===== config.mk =====
export PLATFORM = sky130hd
export DESIGN_NAME = luma_blank_ped
export DESIGN_NICKNAME = d
export VERILOG_FILES = /design/src/rtl/lbp_pkg.sv /design/src/rtl/lbp_delay_line.sv /design/src/rtl/lbp_ref_select.sv /design/src/rtl/lbp_splitter.sv /design/src/rtl/lbp_pedestal.sv /design/src/rtl/luma_blank_ped.sv
export SDC_FILE = /design/constraint.sdc
export NUM_CORES = 1
export LEC_CHECK = 0
export ABC_AREA = 0
export CAP_MARGIN = 5
export CELL_PAD_IN_SITES_DETAIL_PLACEMENT = 0
export CELL_PAD_IN_SITES_GLOBAL_PLACEMENT = 1
export CORE_MARGIN = 5
export CORE_UTILIZATION = 37
export DETAILED_ROUTE_END_ITERATION = 8
export MAX_ROUTING_LAYER = met4
export PLACE_DENSITY_LB_ADDON = 0.1
export SYNTH_ARGS = -nofsm -noshare
export SYNTH_HDL_FRONTEND = slang
export SYNTH_SLANG_ARGS = --single-unit
export TNS_END_PERCENT = 1

===== constraint.sdc =====
create_clock -name clk -period 2.5 [get_ports clk]
set_clock_uncertainty 0.2 [all_clocks]
set_input_delay 0.375 -clock clk [delete_from_list [all_inputs] [get_ports clk]]
set_output_delay 0.375 -clock clk [all_outputs]
set_load 0.05 [all_outputs]

===== src/rtl/lbp_pkg.sv =====
package lbp_pkg;
   typedef enum logic [1:0] {
      REF_FIX_LO = 2'd0,
      REF_FIX_HI = 2'd1,
      REF_EXT    = 2'd2,
      REF_HELD   = 2'd3
   } ref_sel_e;

   localparam int unsigned FIX_LO_LEVEL = 240;
   localparam int unsigned FIX_HI_LEVEL = 256;
   localparam int unsigned MIN_DW       = 9;
endpackage


===== src/rtl/lbp_delay_line.sv =====
module lbp_delay_line #(
   parameter int unsigned W     = 8,
   parameter int unsigned DEPTH = 1
) (
   input  logic         clk,
   input  logic         rst_n,
   input  logic [W-1:0] d_i,
   output logic [W-1:0] q_o
);
   generate
      if (DEPTH == 0) begin : g_wire
         assign q_o = d_i;
      end else begin : g_regs
         logic [W-1:0] stage_q [DEPTH];
         always_ff @(posedge clk or negedge rst_n) begin
            if (!rst_n) begin
               for (int i = 0; i < int'(DEPTH); i++) stage_q[i] <= '0;
            end else begin
               stage_q[0] <= d_i;
               for (int i = 1; i < int'(DEPTH); i++) stage_q[i] <= stage_q[i-1];
            end
         end
         assign q_o = stage_q[DEPTH-1];
      end
   endgenerate
endmodule


===== src/rtl/lbp_ref_select.sv =====
module lbp_ref_select
   import lbp_pkg::*;
#(
   parameter int unsigned DW       = 10,
   parameter int unsigned CAP_INIT = 240
) (
   input  logic          clk,
   input  logic          rst_n,
   input  logic [1:0]    sel_i,
   input  logic [DW-1:0] ext_i,
   input  logic [DW-1:0] lpf_i,
   input  logic          gate_i,
   output logic [DW-1:0] ref_o
);
   localparam logic [DW-1:0] LO_REF   = DW'(FIX_LO_LEVEL);
   localparam logic [DW-1:0] HI_REF   = DW'(FIX_HI_LEVEL);
   localparam logic [DW-1:0] INIT_REF = DW'(CAP_INIT);

   logic          gate_q;
   logic [DW-1:0] held_q;
   logic          gate_rise;
   ref_sel_e      sel;

   assign gate_rise = gate_i & ~gate_q;
   assign sel       = ref_sel_e'(sel_i);

   always_ff @(posedge clk or negedge rst_n) begin
      if (!rst_n) begin
         gate_q <= 1'b0;
         held_q <= INIT_REF;
      end else begin
         gate_q <= gate_i;
         if (gate_rise) held_q <= lpf_i;
      end
   end

   always_comb begin
      unique case (sel)
         REF_FIX_LO: ref_o = LO_REF;
         REF_FIX_HI: ref_o = HI_REF;
         REF_EXT:    ref_o = ext_i;
         REF_HELD:   ref_o = held_q;
         default:    ref_o = LO_REF;
      endcase
   end
endmodule


===== src/rtl/lbp_splitter.sv =====
module lbp_splitter #(
   parameter int unsigned DW = 10,
   parameter int unsigned PW = 8
) (
   input  logic                clk,
   input  logic                rst_n,
   input  logic                valid_i,
   input  logic [DW-1:0]       luma_i,
   input  logic [DW-1:0]       ref_i,
   input  logic [PW-1:0]       ped_i,
   input  logic                sb_i,
   output logic                valid_o,
   output logic                is_sync_o,
   output logic signed [DW:0]  sync_o,
   output logic signed [DW:0]  pos_o,
   output logic [PW-1:0]       ped_o,
   output logic                sb_o
);
   logic signed [DW:0] diff;
   logic               neg;

   assign diff = $signed({1'b0, luma_i}) - $signed({1'b0, ref_i});
   assign neg  = diff[DW];

   always_ff @(posedge clk or negedge rst_n) begin
      if (!rst_n) begin
         valid_o   <= 1'b0;
         is_sync_o <= 1'b0;
         sync_o    <= '0;
         pos_o     <= '0;
         ped_o     <= '0;
         sb_o      <= 1'b0;
      end else begin
         valid_o   <= valid_i;
         is_sync_o <= neg;
         sync_o    <= neg ? diff : '0;
         pos_o     <= neg ? '0 : diff;
         ped_o     <= ped_i;
         sb_o      <= sb_i;
      end
   end
endmodule


===== src/rtl/lbp_pedestal.sv =====
module lbp_pedestal #(
   parameter int unsigned DW = 10,
   parameter int unsigned PW = 8
) (
   input  logic               clk,
   input  logic               rst_n,
   input  logic               is_sync_i,
   input  logic signed [DW:0] pos_i,
   input  logic [PW-1:0]      ped_i,
   input  logic               sb_i,
   output logic signed [DW:0] luma_o
);
   logic signed [DW:0] stripped;
   logic signed [DW:0] shaped;

   assign stripped = pos_i - $signed({{(DW+1-PW){1'b0}}, ped_i});

   always_comb begin
      if (is_sync_i)                     shaped = '0;
      else if (stripped[DW] && !sb_i)    shaped = '0;
      else                               shaped = stripped;
   end

   always_ff @(posedge clk or negedge rst_n) begin
      if (!rst_n) luma_o <= '0;
      else        luma_o <= shaped;
   end
endmodule


===== src/rtl/luma_blank_ped.sv =====
module luma_blank_ped
   import lbp_pkg::*;
#(
   parameter int unsigned DW       = 10,
   parameter int unsigned PW       = 8,
   parameter int unsigned SYNC_DLY = 2,
   parameter int unsigned CAP_INIT = 240
) (
   input  logic               clk,
   input  logic               rst_n,
   input  logic               in_valid,
   input  logic [DW-1:0]      luma_in,
   input  logic [1:0]         ref_sel,
   input  logic [DW-1:0]      ext_blank,
   input  logic [DW-1:0]      lpf_luma,
   input  logic               clamp_gate,
   input  logic [PW-1:0]      pedestal,
   input  logic               superblack_pass,
   output logic               out_valid,
   output logic               is_sync,
   output logic signed [DW:0] sync_out,
   output logic signed [DW:0] luma_out
);
   localparam int unsigned SW       = DW + 1;
   localparam int unsigned TAG_W    = SW + 2;
   localparam int unsigned LUMA_DLY = SYNC_DLY - 1;

   if (DW < MIN_DW) begin : g_chk_dw
      $error("luma_blank_ped: DW must hold the fixed 256 reference");
   end
   if (PW < 1 || PW > DW) begin : g_chk_pw
      $error("luma_blank_ped: PW must be between 1 and DW");
   end
   if (SYNC_DLY < 1) begin : g_chk_dly
      $error("luma_blank_ped: SYNC_DLY must be at least 1");
   end
   if (CAP_INIT >= (1 << DW)) begin : g_chk_init
      $error("luma_blank_ped: CAP_INIT does not fit DW bits");
   end

   logic [DW-1:0]      ref_lvl;
   logic               a_valid, a_sync, a_sb;
   logic signed [DW:0] a_sync_val, a_pos;
   logic [PW-1:0]      a_ped;
   logic signed [DW:0] b_luma;
   logic [TAG_W-1:0]   tag_d, tag_q;
   logic [SW-1:0]      luma_q;

   lbp_ref_select #(.DW(DW), .CAP_INIT(CAP_INIT)) u_ref (
      .clk    (clk),
      .rst_n  (rst_n),
      .sel_i  (ref_sel),
      .ext_i  (ext_blank),
      .lpf_i  (lpf_luma),
      .gate_i (clamp_gate),
      .ref_o  (ref_lvl)
   );

   lbp_splitter #(.DW(DW), .PW(PW)) u_split (
      .clk       (clk),
      .rst_n     (rst_n),
      .valid_i   (in_valid),
      .luma_i    (luma_in),
      .ref_i     (ref_lvl),
      .ped_i     (pedestal),
      .sb_i      (superblack_pass),
      .valid_o   (a_valid),
      .is_sync_o (a_sync),
      .sync_o    (a_sync_val),
      .pos_o     (a_pos),
      .ped_o     (a_ped),
      .sb_o      (a_sb)
   );

   assign tag_d = {a_valid, a_sync, a_sync_val};

   lbp_delay_line #(.W(TAG_W), .DEPTH(SYNC_DLY)) u_sync_dly (
      .clk   (clk),
      .rst_n (rst_n),
      .d_i   (tag_d),
      .q_o   (tag_q)
   );

   lbp_pedestal #(.DW(DW), .PW(PW)) u_ped (
      .clk       (clk),
      .rst_n     (rst_n),
      .is_sync_i (a_sync),
      .pos_i     (a_pos),
      .ped_i     (a_ped),
      .sb_i      (a_sb),
      .luma_o    (b_luma)
   );

   lbp_delay_line #(.W(SW), .DEPTH(LUMA_DLY)) u_luma_dly (
      .clk   (clk),
      .rst_n (rst_n),
      .d_i   (b_luma),
      .q_o   (luma_q)
   );

   assign out_valid = tag_q[TAG_W-1];
   assign is_sync   = tag_q[TAG_W-2];
   assign sync_out  = $signed(tag_q[SW-1:0]);
   assign luma_out  = $signed(luma_q);
endmodule


==> reports/qor.yml <==
yosys:
  post_synth_fa_ha_maj_area_fraction_pct: 7.46
  yosysTopAreaCell: "sky130_fd_sc_hd__dfrtp_1"
  compound_gate_portion_of_the_synthesized_area_pct: 8.51
  synthTopCellsByCount: "sky130_fd_sc_hd__dfrtp_1, sky130_fd_sc_hd__nor2_1, sky130_fd_sc_hd__nand2_1"
  postSynthRegisterBits: 88
  simple_gate_share_of_the_synthesized_area_pct: 9.39
  synth_xor_xnor_area_share_pct: 2.95
  synth.area.mux_share_pct: 5.03
  post-synth-top-count-cell: "sky130_fd_sc_hd__dfrtp_1"
  number_of_instances_in_the_synthesized_netlist: 284
  synth_cell_type_count: 43
  synth_enable_flop_cells: 0
  synthesis.yosys.warnings: 0
  synth_area_leaders: "sky130_fd_sc_hd__dfrtp_1, sky130_fd_sc_hd__ha_1, sky130_fd_sc_hd__mux2_2, sky130_fd_sc_hd__nor2_1, sky130_fd_sc_hd__dfstp_2"
  synthArstFlopShare_pct: 100
  netlist.area_leader.share_pct: 59.1
  synth_top_family_by_area: "simple AND/OR/NAND/NOR gates"
  syn_area_sq_um: 3560
  synthesis.area_per_instance_sq_um: 12.5
  synth.net_count: 349
  synth-seq-area-share_pct: 62.0
  yosys_most_used_dff: "sky130_fd_sc_hd__dfrtp_1"
power_and_ir_drop:
  p_sw_mw: 1.36
  peakVddDrop_mv: 0.343
  power.share.switching_pct: 33.2
  power.density_nw_per_um2: 850
  total_leakage_power_nw: 2.23
  internal_power_mw: 2.74
  combinational_group_share_of_total_power_pct: 31.2
  share_of_total_power_in_sequential_cells_pct: 43.6
  clock_power_share_pct: 25.2
cts:
  clock_insertion_delay_at_the_later_pin_of_the_skew_report_ns: 0.36
  maximum_root_to_sink_buffer_count: 2
  tritoncts_num_sinks: 88
  cts_h_tree_depth: 3
  root_buffer: "sky130_fd_sc_hd__clkbuf_8"
  clk_transition_reported_paths_ns: 0.09
  cts_tree: "yes"
  cts_made_buffers: 9
global_routing:
  grt.total_usage_pct: 12.1
  globalRouteOverflowTotal: 0
  antenna_found_initial: 0
  grt_pass1_vias: 2370
  grt_start_max_net_pins: 47
  first_pass_grt_wire_length_um: 10800
sta:
  report.final.setup_viol: 0
  setup-tns-final_ns: 0
  worst_slew_pin_slew_ns: 0.551
  report.final.slew_viol_count: 0
  post-route-min-period_ns: 2.46
  max_freq_mhz: 407
  finalCritPeriodShare_pct: 98.3
  fin_worst_hold_slack_ns: 0.144
  grt_setup_unrepaired: "true"
  hold_violations: 0
  slew_headroom_pct: 63.3
routing:
  drt_wl_total_um: 6260
  drt_iter0_drc: 66
  router_iterations_before_antenna_repair: 4
  drtAntennaViolNets: 0
  routed_length_per_instance_um: 12.2
  route.detailed.vias_per_inst: 4.35
  dr_vias: 2233
  drt_drc_violations_left: 0
setup_path:
  worst-r2r-cell-count: 12
  critical_path.n_buffers_inverters: 3
  critPathSlowestCell: "sky130_fd_sc_hd__ha_1"
  cell_class_contributing_the_biggest_share_of_worst_path_delay: "compound AO/OA/AOI/OAI gates"
  required_ns: 2.55
  cp_arrival_ns: 2.51
  critical_path.max_fanout: 9
  critPathCaptureType: "register"
  worst_setup_path_start_kind: "input port"
  worst-path-stages: 12
  crit_path_cell_trace: "clkdlybuf4s15_1, buf_4, mux2_2, nand2_1, ha_1, a21oi_2, nor2b_2, a31oi_4, o21a_4, o21ai_4, inv_4, and2_4"
  type_of_the_setup_path_with_the_least_slack: "in2reg"
  largest_stage_delay_worst_path_ns: 0.33
cells_and_area:
  layout.cell_area.non_filler_sq_um: 4820
  cell_count_final_fillers_out: 513
  multi_input_comb_area_sq_um: 1250
  n_fill_cell: 828
  layout-drive-gt1-share_pct: 22.9
  n_antenna_cell: 0
  nNetsFinal: 444
  synthToLayoutAreaGrowth_pct: 35.6
  final-seq-area_sq_um: 2210
place:
  placement.io_buffers: 68
  gp_congestion: 0.802
  numPlacedInstances: 493
  post-dp-hpwl_um: 4660
  placed_standard_cell_area_sq_um: 4530
floorplan:
  placement_rows: 35
  initial_utilization_pct: 38.1
  floorplan.io_pins: 69
  core_area_sq_um: 9330
  dieArea_sq_um: 11700
  die_y_um: 108
  die_w_um: 108
outcome:
  status: "completed"
flow_run:
  max_cap_viol_count: 0
min_path:
  min_delay_path_depth: 0
  hold_path.class: "reg2reg"
==> registers in the layout, indices dropped and copies added (netlist names), 8 cells and up <==
signal	count
u_split.sync_o	10
u_ped.luma_o	11
u_ref.held_q	10
u_split.ped_o	8
u_sync_dly.q_o	12
u_split.pos_o	10
u_sync_dly.g_regs.stage_q	12
u_luma_dly.q_o	11
==> per-stage QoR <==
| step | utilization (%) | setup WS (ns) | power (mW) |
|---|---|---|---|
| after floorplan | - | -0.0126 | 2.65 |
| after global placement | 48.5 | -0.597 | 3.06 |
| after detailed placement | 48.5 | -0.677 | 3.07 |
| after CTS | 51.3 | 0.00356 | 4.16 |
| after global routing | 51.7 | -0.0924 | 4.36 |
| final | 51.7 | 0.0422 | 4.10 |
==> area by class of cell <==
type,count,area share [%]
Sequential cell,88,45.8
Multi-Input combinational cell,166,26.0
Timing Repair Buffer,98,19.3
Tap cell,129,3.35
Clock buffer,9,2.57
Clock inverter,7,1.74
Inverter,16,1.30
==> power groups by stage <==
stage          Combinational, mW  Clock, mW  Sequential [mW]
3_5_place_dp                1.25          0             1.82
3_3_place_gp                1.25          0             1.82
5_1_grt                     1.39       1.14             1.82
2_1_floorplan              0.653          0             2.00
6_report                    1.28       1.03             1.79
4_1_cts                     1.28       1.08             1.79
==> metal layers <==
| layer | up-vias | routed length [um] | GRT usage [%] | part of all wire [%] |
|---|---|---|---|---|
| li1 | 1121 | - | - | - |
| met1 | 1050 | 2790 | 15.0 | 45 |
| met2 | 55 | 3070 | 19.6 | 49 |
| met3 | 7 | 319 | 3.22 | 5.1 |
| met4 | 0 | 82 | 3.79 | 1.3 |
| met5 | - | 0 | - | 0 |
==> layout by cell type (no fill, tap or decap), types with 3 or more instances in the layout <==
cell type,synthesis,routed
sky130_fd_sc_hd__nand2b_1,6,6
sky130_fd_sc_hd__ha_1,18,17
sky130_fd_sc_hd__xnor2_1,6,5
sky130_fd_sc_hd__inv_6,0,4
sky130_fd_sc_hd__nor2_1,30,28
sky130_fd_sc_hd__o21ai_0,12,10
sky130_fd_sc_hd__clkbuf_8,0,9
sky130_fd_sc_hd__nor2b_1,4,4
sky130_fd_sc_hd__dfstp_2,4,4
sky130_fd_sc_hd__mux2_2,15,15
sky130_fd_sc_hd__a21o_1,4,4
sky130_fd_sc_hd__a21oi_2,1,3
sky130_fd_sc_hd__o21ai_2,0,3
sky130_fd_sc_hd__a21oi_1,11,9
sky130_fd_sc_hd__dfrtp_1,84,84
sky130_fd_sc_hd__nand2_1,19,19
sky130_fd_sc_hd__inv_1,15,14
sky130_fd_sc_hd__and2_1,3,3
sky130_fd_sc_hd__xor2_1,6,5
sky130_fd_sc_hd__buf_4,12,28
sky130_fd_sc_hd__clkdlybuf4s50_1,0,65
==> kinds of logic (layout without fill, tap and decap cells) <==
kind of cell | after synthesis | in the layout
AOI/OAI and AO/OA | 45 | 46
xor gates and xnor gates | 12 | 12
adders and majority gates | 20 | 20
buffers and inverters | 31 | 130
DFF | 88 | 88
muxes | 16 | 16
and+or+nand+nor | 72 | 72
==> path summary, 6_finish.rpt <==
check                             startpoint                            end  slack (ns)
max                               ref_sel[0]              u_split.sync_o[1]        0.04
min                        u_split.sync_o[6]  u_sync_dly.g_regs.stage_q[19]        0.14
max reg2reg                  u_ref.held_q[0]              u_split.sync_o[1]        0.09
min reg2reg                u_split.sync_o[6]  u_sync_dly.g_regs.stage_q[19]        0.14
max in group asynchronous              rst_n              u_split.sync_o[9]        1.11
min in group asynchronous              rst_n               u_split.ped_o[0]        0.35
==> timing repair <==
item | in CTS | in global routing
resized for setup | 11 | 8
hold buffers | 1 | 0
buffers inserted | 1 | 1
cloned | 1 | 0
endpoints found under the hold margin | 38 | 0
pin swaps | 4 | 6
setup endpoints to repair | 21 | 26
Power figures use the tool's default switching activity.
